[src/rtl/shreg_pkg.sv]
package shreg_pkg;

  localparam int GRANT_W = 5;
  localparam int G_LOAD  = 0;
  localparam int G_ASR   = 1;
  localparam int G_LSR   = 2;
  localparam int G_SHL   = 3;
  localparam int G_ROR   = 4;

  typedef logic [GRANT_W-1:0] grant_t;

  typedef enum logic [1:0] {
    SRC_KEEP  = 2'd0,
    SRC_LOAD  = 2'd1,
    SRC_UPPER = 2'd2,
    SRC_LOWER = 2'd3
  } src_e;

  // fixed priority: lowest index wins
  function automatic grant_t arbitrate(grant_t req);
    return req & (~req + grant_t'(1));
  endfunction

  function automatic src_e bit_source(grant_t g);
    if (g[G_LOAD])                         return SRC_LOAD;
    else if (g[G_ASR] | g[G_LSR] | g[G_ROR]) return SRC_UPPER;
    else if (g[G_SHL])                     return SRC_LOWER;
    else                                   return SRC_KEEP;
  endfunction

  function automatic logic msb_feed(grant_t g, logic msb, logic lsb);
    if (g[G_ASR])      return msb;
    else if (g[G_ROR]) return lsb;
    else               return 1'b0;
  endfunction

  function automatic logic carry_feed(grant_t g, logic msb, logic lsb, logic cur);
    if (g[G_SHL])                            return msb;
    else if (g[G_ASR] | g[G_LSR] | g[G_ROR]) return lsb;
    else                                     return cur;
  endfunction

endpackage

[src/rtl/shreg_ctrl.sv]
module shreg_ctrl
  import shreg_pkg::*;
(
  input  grant_t req,
  input  logic   msb,
  input  logic   lsb,
  input  logic   carry_q,
  output grant_t grant,
  output src_e   src,
  output logic   msb_fill,
  output logic   lsb_fill,
  output logic   carry_d
);

  always_comb begin
    grant    = arbitrate(req);
    src      = bit_source(grant);
    msb_fill = msb_feed(grant, msb, lsb);
    lsb_fill = 1'b0;
    carry_d  = carry_feed(grant, msb, lsb, carry_q);
  end

endmodule

[src/rtl/shreg_bit.sv]
module shreg_bit
  import shreg_pkg::*;
(
  input  logic clk,
  input  logic rst_n,
  input  src_e src,
  input  logic load_bit,
  input  logic upper_bit,
  input  logic lower_bit,
  output logic q
);

  logic d;

  always_comb begin
    unique case (src)
      SRC_LOAD:  d = load_bit;
      SRC_UPPER: d = upper_bit;
      SRC_LOWER: d = lower_bit;
      default:   d = q;
    endcase
  end

  always_ff @(posedge clk or negedge rst_n) begin
    if (!rst_n) q <= 1'b0;
    else        q <= d;
  end

endmodule

[src/rtl/shreg_carry.sv]
module shreg_carry (
  input  logic clk,
  input  logic rst_n,
  input  logic d,
  output logic q
);

  always_ff @(posedge clk or negedge rst_n) begin
    if (!rst_n) q <= 1'b0;
    else        q <= d;
  end

endmodule

[src/rtl/shreg_unit.sv]
module shreg_unit
  import shreg_pkg::*;
#(
  parameter int WIDTH = 16
) (
  input  logic             clk,
  input  logic             rst_n,
  input  logic             op_load,
  input  logic             op_asr,
  input  logic             op_lsr,
  input  logic             op_shl,
  input  logic             op_ror,
  input  logic [WIDTH-1:0] din,
  output logic [WIDTH-1:0] q,
  output logic             carry
);

  localparam int TOP = WIDTH - 1;

  grant_t req_vec;
  grant_t grant_vec;
  src_e   bit_src;
  logic   msb_fill;
  logic   lsb_fill;
  logic   carry_next;

  always_comb begin
    req_vec         = '0;
    req_vec[G_LOAD] = op_load;
    req_vec[G_ASR]  = op_asr;
    req_vec[G_LSR]  = op_lsr;
    req_vec[G_SHL]  = op_shl;
    req_vec[G_ROR]  = op_ror;
  end

  shreg_ctrl u_ctrl (
    .req      (req_vec),
    .msb      (q[TOP]),
    .lsb      (q[0]),
    .carry_q  (carry),
    .grant    (grant_vec),
    .src      (bit_src),
    .msb_fill (msb_fill),
    .lsb_fill (lsb_fill),
    .carry_d  (carry_next)
  );

  for (genvar i = 0; i < WIDTH; i++) begin : g_bit
    logic upper_in;
    logic lower_in;
    if (i == TOP) begin : g_top
      assign upper_in = msb_fill;
    end else begin : g_mid_up
      assign upper_in = q[i+1];
    end
    if (i == 0) begin : g_bot
      assign lower_in = lsb_fill;
    end else begin : g_mid_dn
      assign lower_in = q[i-1];
    end
    shreg_bit u_bit (
      .clk       (clk),
      .rst_n     (rst_n),
      .src       (bit_src),
      .load_bit  (din[i]),
      .upper_bit (upper_in),
      .lower_bit (lower_in),
      .q         (q[i])
    );
  end

  shreg_carry u_carry (
    .clk   (clk),
    .rst_n (rst_n),
    .d     (carry_next),
    .q     (carry)
  );

endmodule

[config.mk]
export PLATFORM = sky130hd
export DESIGN_NAME = shreg_unit
export DESIGN_NICKNAME = d
export VERILOG_FILES = /design/src/rtl/shreg_pkg.sv /design/src/rtl/shreg_ctrl.sv /design/src/rtl/shreg_bit.sv /design/src/rtl/shreg_carry.sv /design/src/rtl/shreg_unit.sv
export SDC_FILE = /design/constraint.sdc
export NUM_CORES = 1
export LEC_CHECK = 0
export BUFFER_PORTS_ARGS = -buffer_cell sky130_fd_sc_hd__buf_2
export CORE_MARGIN = 2
export CORE_UTILIZATION = 48
export CTS_CLUSTER_DIAMETER = 200
export DETAILED_ROUTE_END_ITERATION = 8
export HOLD_SLACK_MARGIN = 0.06
export PLACE_DENSITY = 0.86
export SLEW_MARGIN = 20
export SYNTH_ARGS = -nofsm -noshare
export SYNTH_HDL_FRONTEND = slang
export SYNTH_SLANG_ARGS = --single-unit
[constraint.sdc]
create_clock -name clk -period 3.02 [get_ports clk]
set_input_delay 0.302 -clock clk [delete_from_list [all_inputs] [get_ports clk]]
set_output_delay 0.302 -clock clk [all_outputs]
set_load 0.1 [all_outputs]
==> metrics.cfg, run 1 <==
[timing]
rsz0062_at_grt = no
period_minus_slack_ps = 1738
slew_headroom = 0.4084
period_share = 0.5756
fin_setup_tns_ps = 0
clock.fmax_mhz = 575.2
finalClockSkew_ps = 3.458
hold_viol = 0
setup_viol = 0
drv_slew = 0
worst_pin_slew_ps = 884.1

[setup_path]
cp_slowest_cell = a2111oi_0
cpPeakStageDelay_ps = 520
setup.worst_path.start_class = primary input
crit_buf_inv = 1
critPathTopFamily = compound AO/OA/AOI/OAI gates
r2r_slack_ps = 1850
crit_type = primary input to register
worstPathArrival_ps = 1980
required_ps = 3260
critical_path.cell_chain = buf_2, and2b_1, a2111oi_0, o32a_1
cp-end-kind = register
critPathMaxFanout = 21

[grt]
antenna_found_initial = 0
grt_max_degree = 47
grt_pass1_wl_mm = 5.395
track_usage = 0.2033
grt_pass1_vias = 1161
grt_overflow_total = 0

[worst_hold_path]
min_path_type = primary input to register

[floorplanning]
core-area_um2 = 2805
die_w_um = 58.59
die-area_um2 = 3432
num_rows = 19
ios = 40
die_y_um = 58.59
initial_utilization = 0.5098

[synth]
yosysSeqAreaShare = 0.2975
synth_area_um2 = 1430
synth_area_per_cell_um2 = 10.22
yosys_warnings = 0
synth_ff_type = dfrtp_1
ys_ff_latch = 17
synth_edf_count = 0
synthDistinctLibCells = 31
async_flop_share = 1.000
synthCells = 140
syn_nets = 163

[clocking]
ctsHoldBuffers = 1
clockBufferDepth = 2
path_clk_slew_ps = 100
cts_setup_buffers = 0
root_buffer = clkbuf_4
clk_latency_ps = 300
cts_buffers = 3
cts_resized = 0
tritoncts = done
cts_sinks = 17
htree_num_levels = 1

[routing]
ant_nets = 0
drt_iter0_drc = 28
dr.pass1.iters = 6
via_count = 1174
wl_per_cell_um = 17.35
avgViaCountPerCell = 6.312
drc = 2
drt-total-wl_mm = 3.228

[power_and_ir_drop]
power_frac_comb = 0.484
p_sw_frac = 0.5077
powerDensity_nw_per_um2 = 534.5
p_seq_frac = 0.352
p_clk_frac = 0.164
p_switching_mw = 0.4010
p_int_mw = 0.3888
p_leak_nw = 0.6102
peakVddDrop_mv = 0.2485

[layout]
final_common_cell = buf_2
diodes = 0
fin_util = 0.5268
drive_above_1_share = 0.3677
synthToLayoutAreaGrowth_pct = 3.325
final_cell_mix = buf_2 (39), inv_1 (17), dfrtp_1 (17)
fin_nets = 179

[flow_run]
max_cap_viol_count = 0

[placed_design]
post-dp-hpwl_mm = 2.259
place.gp.congestion = 0.8389
io_buffers = 39

[run_status]
violations = DRC
status = finished, violations left

==> layer usage <==
layer	part of all wire	global-route usage
met5	0	0
met4	0.012	0.05195
met3	0.060	0.03516
met2	0.47	0.3355
met1	0.46	0.2772
==> per-stage QoR <==
step	cell area, µm²	instances	hold slack, ps	worst slack [ps]	total power [mW]
3_5_place_dp	1441	181	262.1	1004	0.6642
6_report	1478	186	228.4	1282	0.7898
2_1_floorplan	1430	140	6.409	1631	0.6389
4_1_cts	1478	186	226.3	1319	0.7935
3_3_place_gp	1441	181	250.6	1085	0.6563
5_1_grt	1478	186	250.2	1227	0.8259
==> cells by family after synthesis <==
kind of cell           Yosys count  synth area share
buffers and inverters           47            0.2056
muxes                            1          0.006999
AOI/OAI and AO/OA               64            0.4339
and+or+nand+nor                 11           0.05600
DFF                             17            0.2975
==> worst reg2reg max path, cell delays in order (launching register included) <==
cell and delay, ps:
dfrtp_1 390, inv_1 70, a2111oi_0 430, o32a_1 230
==> state kept, by name, summed over array words and instances, names as in the netlist <==
register,flops
g_bit.u_bit.q,16
u_carry.q,1
==> power groups by stage <==
stage                     combinational (mW)  sequential [mW]  clock [mW]
after detailed placement               0.381            0.283           0
final                                  0.382            0.278       0.129
after global routing                   0.401            0.282       0.143
after floorplan                        0.348            0.291           0
after CTS                              0.383            0.278       0.132
after global placement                 0.376            0.280           0
==> area by class of cell <==
cell class                      instances  area, µm²
Clock buffer                            4      26.28
Inverter                               17      63.81
Multi-Input combinational cell         76      710.7
Sequential cell                        17      425.4
Timing Repair Buffer                   41      212.7
Fill cell                             269       1328
Tap cell                               31      38.79
==> synthesized netlist by cell type (3+ instances only) <==
master,instances,area [µm²]
a2111oi_0,6,52.55
inv_1,17,63.81
o32a_2,4,45.04
o21a_1,14,105.1
o32a_1,10,100.1
dfrtp_1,17,425.4
a2111oi_2,5,75.07
a211oi_1,13,97.59
a2111oi_4,3,82.58
clkbuf_1,4,15.01
buf_4,17,127.6
buf_2,5,25.02
==> final timing paths <==
kind                                endpoint               from  depth (start not counted)
hold / removal             g_bit[15].u_bit.q            din[15]                          2
setup / recovery           g_bit[13].u_bit.q             op_shl                          4
hold reg to reg                    u_carry.q          u_carry.q                          2
max in group asynchronous   g_bit[7].u_bit.q              rst_n                          2
setup reg to reg           g_bit[13].u_bit.q  g_bit[12].u_bit.q                          3
min in group asynchronous   g_bit[8].u_bit.q              rst_n                          2
(Power assumes the default switching activity.)
==> inputs of run 2 (changes only) <==
ABC_AREA = 1   (was unset)
CORE_UTILIZATION = 46   (was 48)
PLACE_DENSITY = 0.87   (was 0.86)
clock period = 1.4 ns   (was 3.02 ns; I/O delays follow)
==> run 2 against run 1 <==
- the flow now finishes without violations
- worst hold slack worse by 150 ps
- setup slack worse by 1200 ps
- core utilization is 0.63 points lower
- sequential share of layout area is 0.85 points higher
- die area is 2.6% lower
- non-clock buffer count is 2 higher
- clock-buffer cell count stayed put
- sequential power is 120% higher
- register-to-register slack worse by 1500 ps
- flip-flop and latch count stayed put
- critical path type is now register to output pin
- largest cell class unchanged
- largest power group unchanged
==> metrics.cfg, run 2 <==
[floorplanning]
die_w_um = 57.82
ios = 40
initial_utilization = 0.4832
die-area_um2 = 3343
num_rows = 19
die_y_um = 57.82
core-area_um2 = 2758

[timing]
slew_headroom = 0.6772
rsz0062_at_grt = no
clock.fmax_mhz = 766.7
finalClockSkew_ps = 1.094
period_share = 0.9317
hold_viol = 0
fin_ws_ps = 95.65
setup_viol = 0
fin_setup_tns_ps = 0
worst_pin_slew_ps = 487.6
period_minus_slack_ps = 1304
drv_slew = 0

[placed_design]
io_buffers = 39
preCtsSetupSlack_ps = 209.3
place.gp.congestion = 0.8847
post-dp-hpwl_mm = 2.103

[power_and_ir_drop]
p_leak_nw = 0.8040
p_clk_frac = 0.158
p_sw_frac = 0.5221
p_int_mw = 0.8119
power_frac_comb = 0.477
peakVddDrop_mv = 0.9668
powerDensity_nw_per_um2 = 1184
p_seq_frac = 0.365
p_switching_mw = 0.8868

[synth]
yosysSeqAreaShare = 0.3192
synth.most_common_cell = nand2_1
synth.top_cell.area_share = 0.3192
async_flop_share = 1.000
synthCells = 174
yosys_warnings = 0
yosys.area.top_type = dfrtp_1
synth_area_per_cell_um2 = 7.658
syn_nets = 197
synth_top_cells_by_count = nand2_1 (53), nor2_1 (26), buf_4 (17), dfrtp_1 (17)
synth_area_um2 = 1333
ys_ff_latch = 17
synth_edf_count = 0
synthDistinctLibCells = 23
yosys-top-cells-area = dfrtp_1 (32%), nand2_1 (15%), buf_4 (9.6%)
synth_ff_type = dfrtp_1

[layout]
largest_register_ffs = 16
drive_above_1_share = 0.3819
largest_registers = g_bit.u_bit.q: 16 flops, u_carry.q: 1 flops
final_cell_mix = nand2_1 (53), buf_2 (39), nor2_1 (26)
final_common_cell = nand2_1
fin_nets = 223
top_register = g_bit.u_bit.q
diodes = 0
synthToLayoutAreaGrowth_pct = 7.700
fillers = 281

[setup_path]
worstPathArrival_ps = 1160
crit_type = register to output pin
cp-end-kind = output pin
crit_buf_inv = 1
critPathMaxFanout = 4
required_ps = 1260
setup.worst_path.start_class = register
cpPeakStageDelay_ps = 450
critical_path.cell_chain = buf_2
critPathTopFamily = buffers and inverters
cp_slowest_cell = buf_2

[clocking]
cts_resized = 0
cts_sinks = 17
htree_num_levels = 1
clockBufferDepth = 2
root_buffer = clkbuf_4
path_clk_slew_ps = 100
clk_latency_ps = 290
cts_buffers = 3
ctsHoldBuffers = 2
tritoncts = done
cts_setup_buffers = 0

[routing]
avgViaCountPerCell = 4.909
via_count = 1129
dr.pass1.iters = 4
wl_per_cell_um = 11.96
drt-total-wl_mm = 2.751
drc = 0
drt_iter0_drc = 26
ant_nets = 0

[grt]
track_usage = 0.1804
antenna_found_initial = 0
grt_pass1_vias = 1064
grt_pass1_wl_mm = 4.657
grt_overflow_total = 0
grt_max_degree = 18

[run_status]
status = finished clean

[flow_run]
max_cap_viol_count = 0

[worst_hold_path]
min_path_type = primary input to register

## run 2: cell count changes after synthesis, sizes merged, moves of 4 or more
cell and delta:
o32a -14, inv -7, nand4 +7, clkbuf -4, nor2 +26, a211oi -13, nand2 +61, buf -4
o21a -14, a2111oi -14, o21ai +9, nand3 +12
## run 2: power groups by stage
stage	clock, mW	sequential (mW)	combinational (mW)
finish	0.268	0.621	0.810
global route	0.297	0.629	0.856
CTS	0.278	0.620	0.814
detailed placement	0	0.630	0.809
global placement	0	0.628	0.801
floorplan	0	0.642	0.739
## run 2: cells by family (layout without fill, tap and decap cells)
logic type             after synthesis  after routing  synth area share
AOI/OAI and AO/OA                   13             13           0.07699
buffers and inverters               33             58            0.1756
DFF                                 17             17            0.3193
and+or+nand+nor                    111            111            0.4282
## run 2: per-stage QoR
stage | util | std cells | total power [mW] | instance area, µm² | hold slack [ps]
2_1_floorplan | - | 174 | 1.381 | 1333 | -155.6
5_1_grt | 0.5204 | 230 | 1.782 | 1435 | 112.1
6_report | 0.5204 | 230 | 1.699 | 1435 | 79.69
3_5_place_dp | 0.5036 | 224 | 1.439 | 1389 | 88.16
3_3_place_gp | 0.5036 | 224 | 1.429 | 1389 | 81.89
4_1_cts | 0.5204 | 230 | 1.713 | 1435 | 76.81
## run 2: path summary, 6_finish.rpt
check,from,to,cells after the start,slack [ps]
hold / removal,op_load,g_bit[15].u_bit.q,3,80
hold reg to reg,u_carry.q,u_carry.q,2,500
setup / recovery,g_bit[10].u_bit.q,q[10],1,100
setup reg to reg,g_bit[0].u_bit.q,g_bit[15].u_bit.q,5,310
min in group asynchronous,rst_n,g_bit[15].u_bit.q,2,290
max in group asynchronous,rst_n,g_bit[1].u_bit.q,2,820
## run 2: routing by layer
| metal | up-vias | share of wire | GRT usage |
|---|---|---|---|
| li1 | 585 | - | - |
| met1 | 492 | 0.46 | 0.2275 |
| met2 | 47 | 0.44 | 0.2906 |
| met3 | 5 | 0.087 | 0.05804 |
| met4 | 0 | 0.011 | 0.06312 |
| met5 | - | 0 | 0 |
## run 2: worst register-to-register path: stages (launching register included)
cell and delay, ps:
dfrtp_1 410, inv_1 150, nand3_1 80, and2_0 150, o21ai_0 140, nand2_1 70
## run 2: area by class of cell
class                      count  area (µm²)  share of cell area
clock buffer                   4       26.28             0.01831
sequential                    17       425.4              0.2964
multi-input combinational    124       673.1              0.4690
timing repair buffer          43       230.2              0.1604
inverter                      11       41.29             0.02877
tap                           31       38.79             0.02703
